`src/rtl/irq_agg_pkg.sv`:
```
package irq_agg_pkg;
  typedef enum logic [1:0] {
    REG_STAT = 2'd0,
    REG_MASK = 2'd1,
    REG_EDGE = 2'd2,
    REG_POL  = 2'd3
  } irq_reg_e;
endpackage

```
`src/rtl/irq_src_cell.sv`:
```
module irq_src_cell (
  input  logic clk_i,
  input  logic rst_ni,
  input  logic src_i,
  input  logic pol_i,
  input  logic edge_mode_i,
  input  logic ack_i,
  output logic status_o
);
  logic cond, cond_prev_q, status_q, rise;

  assign cond = src_i ^ pol_i;  // pol=1: active low
  assign rise = cond & ~cond_prev_q;

  always_ff @(posedge clk_i or negedge rst_ni) begin
    if (!rst_ni) begin
      cond_prev_q <= 1'b0;
      status_q    <= 1'b0;
    end else begin
      cond_prev_q <= cond;
      if (edge_mode_i) status_q <= (status_q & ~ack_i) | rise;
      else             status_q <= cond;
    end
  end

  assign status_o = status_q;

  p_level_follow_r3: assert property (@(posedge clk_i) disable iff (!rst_ni)
    !edge_mode_i |=> (status_q == $past(cond)));
  p_edge_set_r5: assert property (@(posedge clk_i) disable iff (!rst_ni)
    (edge_mode_i && rise) |=> status_q);
  p_edge_hold_r5: assert property (@(posedge clk_i) disable iff (!rst_ni)
    (edge_mode_i && status_q && !ack_i) |=> status_q);
  p_ack_clear_r6: assert property (@(posedge clk_i) disable iff (!rst_ni)
    (edge_mode_i && ack_i && !rise) |=> !status_q);
endmodule

```
`src/rtl/irq_regfile.sv`:
```
module irq_regfile
  import irq_agg_pkg::*;
#(
  parameter int NUM_SRC = 3,
  parameter int DATA_W  = 32
) (
  input  logic               clk_i,
  input  logic               rst_ni,
  input  logic               wr_en_i,
  input  logic [1:0]         addr_i,
  input  logic [DATA_W-1:0]  wdata_i,
  input  logic [NUM_SRC-1:0] status_i,
  output logic [NUM_SRC-1:0] mask_o,
  output logic [NUM_SRC-1:0] edge_o,
  output logic [NUM_SRC-1:0] pol_o,
  output logic [NUM_SRC-1:0] ack_o,
  output logic [DATA_W-1:0]  rdata_o
);
  localparam int PAD_W = DATA_W - NUM_SRC;

  logic [NUM_SRC-1:0] mask_q, edge_q, pol_q, sel;
  irq_reg_e reg_sel;

  assign reg_sel = irq_reg_e'(addr_i);

  always_ff @(posedge clk_i or negedge rst_ni) begin
    if (!rst_ni) begin
      mask_q <= '0;
      edge_q <= '0;
      pol_q  <= '0;
    end else if (wr_en_i) begin
      case (reg_sel)
        REG_MASK: mask_q <= wdata_i[NUM_SRC-1:0];
        REG_EDGE: edge_q <= wdata_i[NUM_SRC-1:0];
        REG_POL:  pol_q  <= wdata_i[NUM_SRC-1:0];
        default:  ;
      endcase
    end
  end

  assign ack_o = (wr_en_i && reg_sel == REG_STAT) ? wdata_i[NUM_SRC-1:0] : '0;

  always_comb begin
    case (reg_sel)
      REG_STAT: sel = status_i;
      REG_MASK: sel = mask_q;
      REG_EDGE: sel = edge_q;
      default:  sel = pol_q;
    endcase
  end

  assign rdata_o = {{PAD_W{1'b0}}, sel};
  assign mask_o  = mask_q;
  assign edge_o  = edge_q;
  assign pol_o   = pol_q;

  p_mask_write_r2: assert property (@(posedge clk_i) disable iff (!rst_ni)
    (wr_en_i && addr_i == 2'd1) |=> (mask_q == $past(wdata_i[NUM_SRC-1:0])));
  p_cfg_hold_r2: assert property (@(posedge clk_i) disable iff (!rst_ni)
    !wr_en_i |=> ($stable(mask_q) && $stable(edge_q) && $stable(pol_q)));
endmodule

```
`src/rtl/irq_aggregator.sv`:
```
module irq_aggregator #(
  parameter int NUM_SRC = 3,
  parameter int DATA_W  = 32
) (
  input  logic               clk_i,
  input  logic               rst_ni,
  input  logic [NUM_SRC-1:0] src_i,
  input  logic               wr_en_i,
  input  logic [1:0]         addr_i,
  input  logic [DATA_W-1:0]  wdata_i,
  output logic [DATA_W-1:0]  rdata_o,
  output logic               irq_o
);
  logic [NUM_SRC-1:0] mask, edge_sel, pol, ack, status;

  irq_regfile #(.NUM_SRC(NUM_SRC), .DATA_W(DATA_W)) u_regs (
    .clk_i, .rst_ni, .wr_en_i, .addr_i, .wdata_i,
    .status_i(status), .mask_o(mask), .edge_o(edge_sel), .pol_o(pol),
    .ack_o(ack), .rdata_o
  );

  for (genvar i = 0; i < NUM_SRC; i++) begin : g_src
    irq_src_cell u_cell (
      .clk_i, .rst_ni,
      .src_i(src_i[i]), .pol_i(pol[i]), .edge_mode_i(edge_sel[i]),
      .ack_i(ack[i]), .status_o(status[i])
    );
  end

  assign irq_o = |(status & mask);

  p_quiet_unmasked_r8: assert property (@(posedge clk_i) disable iff (!rst_ni)
    (mask == '0) |-> !irq_o);
  p_quiet_idle_r8: assert property (@(posedge clk_i) disable iff (!rst_ni)
    (status == '0) |-> !irq_o);
endmodule

```
`config.mk`:
```
export PLATFORM = sky130hd
export DESIGN_NAME = irq_aggregator
export DESIGN_NICKNAME = d
export VERILOG_FILES = /design/src/rtl/irq_agg_pkg.sv /design/src/rtl/irq_src_cell.sv /design/src/rtl/irq_regfile.sv /design/src/rtl/irq_aggregator.sv
export SDC_FILE = /design/constraint.sdc
export NUM_CORES = 1
export LEC_CHECK = 0
export ABC_AREA = 1
export CELL_PAD_IN_SITES_DETAIL_PLACEMENT = 0
export CELL_PAD_IN_SITES_GLOBAL_PLACEMENT = 1
export CORE_ASPECT_RATIO = 1.4
export CORE_MARGIN = 2
export CORE_UTILIZATION = 23
export DETAILED_ROUTE_END_ITERATION = 8
export GPL_ROUTABILITY_DRIVEN = 0
export HOLD_SLACK_MARGIN = 0.02
export PLACE_DENSITY = 0.9
export SLEW_MARGIN = 20
export SYNTH_ARGS = -nofsm -noshare
export SYNTH_HDL_FRONTEND = slang
export SYNTH_SLANG_ARGS = --single-unit
```
`constraint.sdc`:
```
create_clock -name clk_i -period 1.09 [get_ports clk_i]
set_clock_uncertainty 0.05 [all_clocks]
set_input_delay 0.218 -clock clk_i [delete_from_list [all_inputs] [get_ports clk_i]]
set_output_delay 0.218 -clock clk_i [all_outputs]
set_load 0.02 [all_outputs]
```
# Word-level counts from Yosys, hierarchy flattened
# Index checks and enable logic that the tools add are counted.
[word_totals] ff_bits=15 elab_cells=42 input_bits=40
[classes] mux=5 n_eq_ne=3 n_reduce_logical=6 bitwise=19
[ops] op="$pmux W3 S3" count=1
[ops] op="$and A1 B1 Y1" count=6
[ops] op="$not A1 Y1" count=6
[ops] op="$reduce_and A2 Y1" count=3
[ops] op="$eq A2 B2 Y1 const B" count=2
[ops] op="$and A3 B3 Y3" count=1
[ops] op="$mux W1" count=3
[ops] op="$mux W3" count=1
[ops] op="$or A1 B1 Y1" count=3
[ops] op="$reduce_or A3 Y1" count=1
[ops] op="$xor A1 B1 Y1" count=3
[ops] op="$eq A2 B1 Y1 const B" count=1
[ops] op="$logic_not A2 Y1" count=1
[ops] op="$logic_and A1 B1 Y1" count=1

# Logic depth before layout (Yosys ltp)
# Gate-level depths: netlist (run 1).
[logic_depth] ltp_word=7 ltp_mapped=5 depth_no_buf=4

# Modules after synthesis
# From an unflattened synthesis (run 1), not the netlist that was laid out.
[hier_totals] hier_cells=124 hier_area_um2=1001.0
[modules_own_cells] module="irq_regfile" instances=1 cells_per_inst=87 area_per_inst_um2=710.7
[modules_own_cells] module="irq_src_cell" instances=3 cells_per_inst=11 area_per_inst_um2=91.3
[modules_own_cells] module="irq_aggregator" instances=1 cells_per_inst=4 area_per_inst_um2=16.3

# Worst setup path after synthesis (run 1)
# OpenSTA, ideal clock, no wires.
[synth_timing] kind="input-to-output" from="in addr_i[1]" to="out rdata_o[1]" arrival_time_ps=694 required_time_ps=822 path_slack_ps=128 path_stages=4 n_path_buf=1 cell_sequence="buf_6 inv_2 nand3_1 nand4_1"
[synth_via] elab_chain_cells=2
[synth_lines] item="from (decl)" line="irq_aggregator.sv:9" source="input logic [1:0] addr_i,"
[synth_lines] item="$eq A2 B2 Y1, or another cell as far along" line="irq_regfile.sv:44" source="case (reg_sel)"
[synth_lines] item="$pmux W3 S3 *" line="irq_regfile.sv:44"
[synth_lines] item="to (decl)" line="irq_aggregator.sv:11" source="output logic [DATA_W-1:0] rdata_o,"
# Mark *: on every way between the ends. The rest lies on a longest branch, timed or not.

# Worst setup path in the final report (run 1)
[layout_timing] from="reg u_regs.pol_q[1] (netlist: u_regs.pol_o[1])" to="out rdata_o[1]"
[layout_via] elab_chain_cells=1
[layout_lines] item="from (decl)" line="irq_regfile.sv:21" source="logic [NUM_SRC-1:0] mask_q, edge_q, pol_q, sel;"
[layout_lines] item="from (signal assigned)" line="irq_regfile.sv:35" source="REG_POL: pol_q <= wdata_i[NUM_SRC-1:0];"
[layout_lines] item="$pmux W3 S3" line="irq_regfile.sv:44"
# No other way between the ends.

==> summary.md, run 1 <==
| Metric | Value |
|---|---|
| DIE WIDTH | `59.6 µm` |
| Antenna-violating nets left | `0` |
| Initial drt markers | `71` |
| RSZ-0062 raised after global routing | `true` |
| Post-synth EDFFs | `0` |
| Seq/Total Area, Yosys | `0.377` |
| Hold Path Class | `in2async` |
| Synth Register Bits | `15` |
| Failing checks | `setup timing` |
| Util after Layout | `0.331` |
| Post-route cell area | `0.00139 mm²` |
| Total number of vias | `843` |
| Critical Path AT | `1.01 ns` |
| R2r setup slk | `-0.08 ns` |
| Starting Density | `0.237` |
| Nets | `205` |
| Worst VDD drop | `0.343 mV` |
| Routed wl met3 | `144 µm` |
| Share of the synthesized area in the top cell type | `0.377` |
| CTS sink cnt | `15` |
| Area leader, netlist | `dfrtp_1` |
| Slowest stage cell, crit path | `dfrtp_1` |
| Antenna violations before repair | `0` |
| # rows | `28` |
| Drt total wl | `2.16 mm` |
| M1 wire length | `783 µm` |
| Power per cell area | `1340 mW/mm²` |
| Most frequent cells after synthesis | `30 x nand2_1, 29 x buf_4, 16 x nand3_1` |
| Reg clk slew, reported paths | `0.06 ns` |
| Largest net degree at the start of global routing | `16` |
| Layout cells sized above 1 | `0.293` |
| DIE HEIGHT | `81.9 µm` |
| Worst flop-to-flop path endpoint | `g_src[2].u_cell.cond_prev_q` |
| Avg Inst Size Synth | `8.10 µm²` |
| Count leader, synth | `nand2_1` |
| Hold buffer count at CTS | `0` |
| Status | `finished, violations left` |
| FFs w/ async S/R, synth | `1.00` |
| Post-synthesis cell area | `996 µm²` |
| Fmax | `0.785 GHz` |
| P_leak | `0.729 nW` |
| Syn-to-layout area delta | `39.7%` |
| GRT Residual Overflow | `0` |
| N_diodes | `0` |
| Critical Path Max Stage Delay | `0.39 ns` |
| CP Launch Type | `flop` |
| Worst-path fanout max | `2` |
| Count of input and output buffers | `14` |
| Post-DP HPWL | `1.54 mm` |
| Final Hold Vio Count | `0` |
| CTS Buf Count | `3` |
| FF-to-FF Start | `u_regs.pol_o[2]` |
| Critical Path RT | `0.82 ns` |
| Period minus WS final | `1.27 ns` |
| GRT Overall Usage | `0.0960` |
| Drt wl/cell | `10.3 µm` |
| Tot Pwr | `1.86 mW` |
| Die area | `0.00488 mm²` |
| Pre-antenna DRT Iters | `4` |
| Top cells by area, synth | `dfrtp_1 38%, buf_4 22%, nand2_1 11%` |
| Crit end category | `primary output` |
| Clk Tree Root Cell | `clkbuf_8` |
| Synth unique cells | `15` |
| Placed Area | `0.00120 mm²` |
| Final setup violation count | `10` |
| Core ar. | `0.00420 mm²` |
| Yosys warns | `0` |
| Fin. max-slew vios | `0` |
| Worst skew pair latency | `0.24 ns` |
| R2R depth | `4` |
| Via density | `4.03` |
| Met2 wire len | `1.19 mm` |
| I/O pins | `73` |
| Final worst slack | `-0.184 ns` |
| Vias in the first global route | `822` |
| Synth Flop Type | `dfrtp_1` |
| Max Used Layer | `met4` |
| H-tree Lvls | `1` |
| Max cap viols | `0` |
| Post-Synthesis Cells | `123` |
| Clk buf depth | `2` |
| Tcrit/Tclk final | `1.17` |
| Residual DRC count | `0` |
| Critical path class | `reg2out` |
| First-pass GRT wire length | `3.47 mm` |
| Cell Chain, Critical Path | `nand3_1 -> nand4_1 -> buf_4` |
| CTS tree | `built` |
cells in the final DEF, fill, tap and decap left out, drive strengths merged:
cell type and instances:
or2 3, and2 3, inv 8, nand2 30
dlygate4sd2 1, clkdlybuf4s50 7, nor2 1, clkinv 1
dfrtp 15, nand4 3, bufbuf 2, conb 29
nand3 19, buf 30, clkbuf 3, o21ai 9
routing by layer:
| metal | vias up | GRT usage |
|---|---|---|
| li1 | 418 | - |
| met1 | 388 | 0.0918 |
| met2 | 35 | 0.185 |
| met3 | 2 | 0.0142 |
| met4 | 0 | 0.0600 |
| met5 | - | 0 |
cell families (layout without fill, tap and decap cells):
family / count (synthesis) / count (layout) / share of synthesized area
other cells: 1 / 29 / 0.00377
simple gates: 59 / 59 / 0.300
buf+inv: 39 / 52 / 0.274
flops: 15 / 15 / 0.377
compound gates: 9 / 9 / 0.0452
sequential cells by signal, summed over array words and instances (netlist names):
name / cells
g_src.u_cell.cond_prev_q: 3
g_src.u_cell.status_o: 3
u_regs.edge_o: 3
u_regs.mask_o: 3
u_regs.pol_o: 3
final cells by class:
type	instances	area (µm²)
well taps	45	56.3
repair buffers	40	400
clock buffers	3	41.3
fillers	427	2810
inverters	8	32.5
clock inverters	1	5.00
multi-input cells	97	480
flip-flops and latches	15	375
how the worst max path moves through the flow:
stage,from,to,slack [ns],cells after the start
finish,u_regs.pol_o[1],rdata_o[1],-0.18,3
global route,u_regs.edge_o[0],rdata_o[0],-0.22,3
CTS,u_regs.pol_o[2],rdata_o[2],-0.15,3
detailed placement,addr_i[1],rdata_o[0],-0.87,6
global placement,addr_i[1],rdata_o[0],-0.85,6
floorplan,addr_i[1],rdata_o[1],0.13,4
worst max-delay path, delay by kind of cell (launching register included):
kind,cells,cell delay [ns]
buffers and inverters,1,0.17
flip-flops,1,0.39
AND/OR/NAND/NOR,2,0.21
report_power, final:
| group | total, mW | internal [mW] | switching, mW |
|---|---|---|---|
| clock | 0.441 | 0.253 | 0.188 |
| sequential | 0.727 | 0.656 | 0.0714 |
| combinational | 0.691 | 0.338 | 0.353 |
stage by stage:
stage	setup slack [ns]	std cells	setup TNS, ns	hold slack [ns]
4_1_cts	-0.154	206	-0.665	0.244
3_3_place_gp	-0.846	195	-6.86	0.448
2_1_floorplan	0.128	151	0	-0.128
5_1_grt	-0.218	209	-1.31	0.261
3_5_place_dp	-0.874	195	-7.08	0.462
6_report	-0.184	209	-0.852	0.241
repair_timing:
action | 4_1_cts | 5_1_grt
endpoints found under the setup margin | 16 | 8
gates cloned | 2 | 0
gates resized for setup | 31 | 7
pin swaps | 15 | 5
setup buffers | 5 | 3
(Power assumes the default switching activity.)
==> run 2, diff against run 1 <==
CORE_MARGIN = 8   (was 2)
==> summary.md, run 2 (synthesis results as in run 1) <==
| Metric | Value |
|---|---|
| P_leak | `0.689 nW (was 0.729 nW)` |
| Layout cells sized above 1 | `0.244 (was 0.293)` |
| Initial drt markers | `69 (was 71)` |
| Period minus WS final | `1.28 ns (was 1.27 ns)` |
| Commonest non-fill, non-tap cell in the layout | `nand2_1` |
| Slowest stage cell, crit path | `dfrtp_1 (unchanged)` |
| Hold Path Class | `in2async (unchanged)` |
| DIE HEIGHT | `93.9 µm (was 81.9 µm)` |
| Drt wl/cell | `11.4 µm (was 10.3 µm)` |
| Critical Path Max Stage Delay | `0.40 ns (was 0.39 ns)` |
| Die area | `0.00672 mm² (was 0.00488 mm²)` |
| Crit end category | `primary output (unchanged)` |
| Fin. max-slew vios | `0 (unchanged)` |
| Most frequent cells in the layout | `30 x nand2_1, 29 x conb_1, 16 x buf_4 (was 29 x nand2_1, 29 x conb_1, 23 x buf_4)` |
| Pre-antenna DRT Iters | `7 (was 4)` |
| CTS Buf Count | `3 (unchanged)` |
| Vias in the first global route | `862 (was 822)` |
| Final Hold Vio Count | `0 (unchanged)` |
| GRT Overall Usage | `0.0718 (was 0.0960)` |
| Top delay family on crit path | `flip-flops (unchanged)` |
| Critical path depth | `3 (unchanged)` |
| Worst flop-to-flop path endpoint | `g_src[2].u_cell.cond_prev_q (unchanged)` |
| Residual DRC count | `0 (unchanged)` |
| Max cap viols | `0 (unchanged)` |
| Starting Density | `0.237 (unchanged)` |
| Fmax | `0.780 GHz (was 0.785 GHz)` |
| Syn-to-layout area delta | `32.7% (was 39.7%)` |
| Core ar. | `0.00420 mm² (unchanged)` |
| Clk Tree Root Cell | `clkbuf_8 (unchanged)` |
| Largest net degree at the start of global routing | `16 (unchanged)` |
| Critical Path AT | `1.01 ns (about the same)` |
| R2r setup slk | `0.03 ns (was -0.08 ns)` |
| Clk buf depth | `2 (unchanged)` |
| H-tree Lvls | `1 (unchanged)` |
| Antenna-violating nets left | `0 (unchanged)` |
| Cell Chain, Critical Path | `nand2_1 -> nand4_1 -> buf_4 (was nand3_1 -> nand4_1 -> buf_4)` |
| First-pass GRT wire length | `3.78 mm (was 3.47 mm)` |
| N_diodes | `0 (unchanged)` |
| FF-to-FF Start | `u_regs.pol_o[2] (unchanged)` |
| Tcrit/Tclk final | `1.18 (was 1.17)` |
| Status | `finished, violations left (unchanged)` |
| R2R depth | `3 (was 4)` |
| RSZ-0062 raised after global routing | `true (unchanged)` |
| Reg clk slew, reported paths | `0.06 ns (about the same)` |
| DIE WIDTH | `71.6 µm (was 59.6 µm)` |
| Worst VDD drop | `0.322 mV (was 0.343 mV)` |
| Failing checks | `setup timing (unchanged)` |
| Power per cell area | `1370 mW/mm² (was 1340 mW/mm²)` |
| Final setup violation count | `4 (was 10)` |
| Nets | `197 (was 205)` |
| CTS tree | `built (unchanged)` |
| Via density | `4.13 (was 4.03)` |
| Post-route cell area | `0.00132 mm² (was 0.00139 mm²)` |
| Placed Area | `0.00118 mm² (was 0.00120 mm²)` |
| CP Buf/Inv Count | `1 (unchanged)` |
| Hold WS | `0.240 ns (was 0.241 ns)` |
| Final worst slack | `-0.191 ns (was -0.184 ns)` |
| Total number of vias | `831 (was 843)` |
| # rows | `28 (unchanged)` |
| Worst skew pair latency | `0.24 ns (about the same)` |
| CP Launch Type | `flop (unchanged)` |
| I/O pins | `73 (unchanged)` |
| GRT Residual Overflow | `0 (unchanged)` |
| CTS sink cnt | `15 (unchanged)` |
| Critical Path Start | `g_src[0].u_cell.status_o (was u_regs.pol_o[1])` |
| Tot Pwr | `1.81 mW (was 1.86 mW)` |
| Worst-path fanout max | `3 (was 2)` |
| Worst Setup EP | `rdata_o[0] (was rdata_o[1])` |
| Critical Path RT | `0.82 ns (about the same)` |
| Count of input and output buffers | `14 (unchanged)` |
| Antenna violations before repair | `0 (unchanged)` |
| Post-DP HPWL | `1.79 mm (was 1.54 mm)` |
| Critical path class | `reg2out (unchanged)` |
| Drt total wl | `2.30 mm (was 2.16 mm)` |
| Hold buffer count at CTS | `0 (unchanged)` |
-- run 2: metal layers --
| layer | routed length [µm] | global-route usage |
|---|---|---|
| met5 | 0 | 0 |
| met4 | 75 | 0.0650 |
| met3 | 167 | 0.0182 |
| met2 | 1180 | 0.120 |
| met1 | 875 | 0.0716 |
-- run 2: worst min path at each step --
| stage | slack (ns) | endpoint |
|---|---|---|
| 2_1_floorplan | -0.13 | g_src[0].u_cell.cond_prev_q |
| 3_3_place_gp | 0.45 | u_regs.mask_o[0] |
| 3_5_place_dp | 0.46 | u_regs.mask_o[0] |
| 4_1_cts | 0.25 | u_regs.pol_o[1] |
| 5_1_grt | 0.27 | u_regs.pol_o[1] |
| 6_report | 0.24 | g_src[0].u_cell.status_o |
-- run 2: what timing repair did --
item                                    4_1_cts  5_1_grt
gates resized for setup                      31        5
endpoints found under the setup margin       15        8
buffers inserted                              0        4
pin swaps                                    10        5
gates cloned                                  2        0
-- run 2: cell type report --
cell class,count,area (µm²)
multi-input cells,97,475
fillers,452,2880
inverters,8,32.5
well taps,45,56.3
flip-flops and latches,15,375
repair buffers,32,337
clock buffers,4,45.0
-- run 2: stage by stage --
step	util	setup slack, ns	setup TNS (ns)	cells
global placement	0.281	-0.901	-6.49	192
detailed placement	0.281	-0.895	-6.68	192
finish	0.314	-0.191	-0.613	201
global route	0.314	-0.243	-0.827	201
floorplan	-	0.128	0	151
CTS	0.304	-0.193	-0.640	198
-- run 2: power breakdown --
part / internal (mW) / total [mW] / switching [mW]
Sequential: 0.656 / 0.726 / 0.0702
Combinational: 0.304 / 0.653 / 0.350
Clock: 0.258 / 0.435 / 0.176
Total: 1.22 / 1.81 / 0.596
==> run 3, diff against run 2 <==
TNS_END_PERCENT = 100   (was not set)
==> results of run 3 <==
The final DEF is identical to that of run 2; final timing and power are the same.
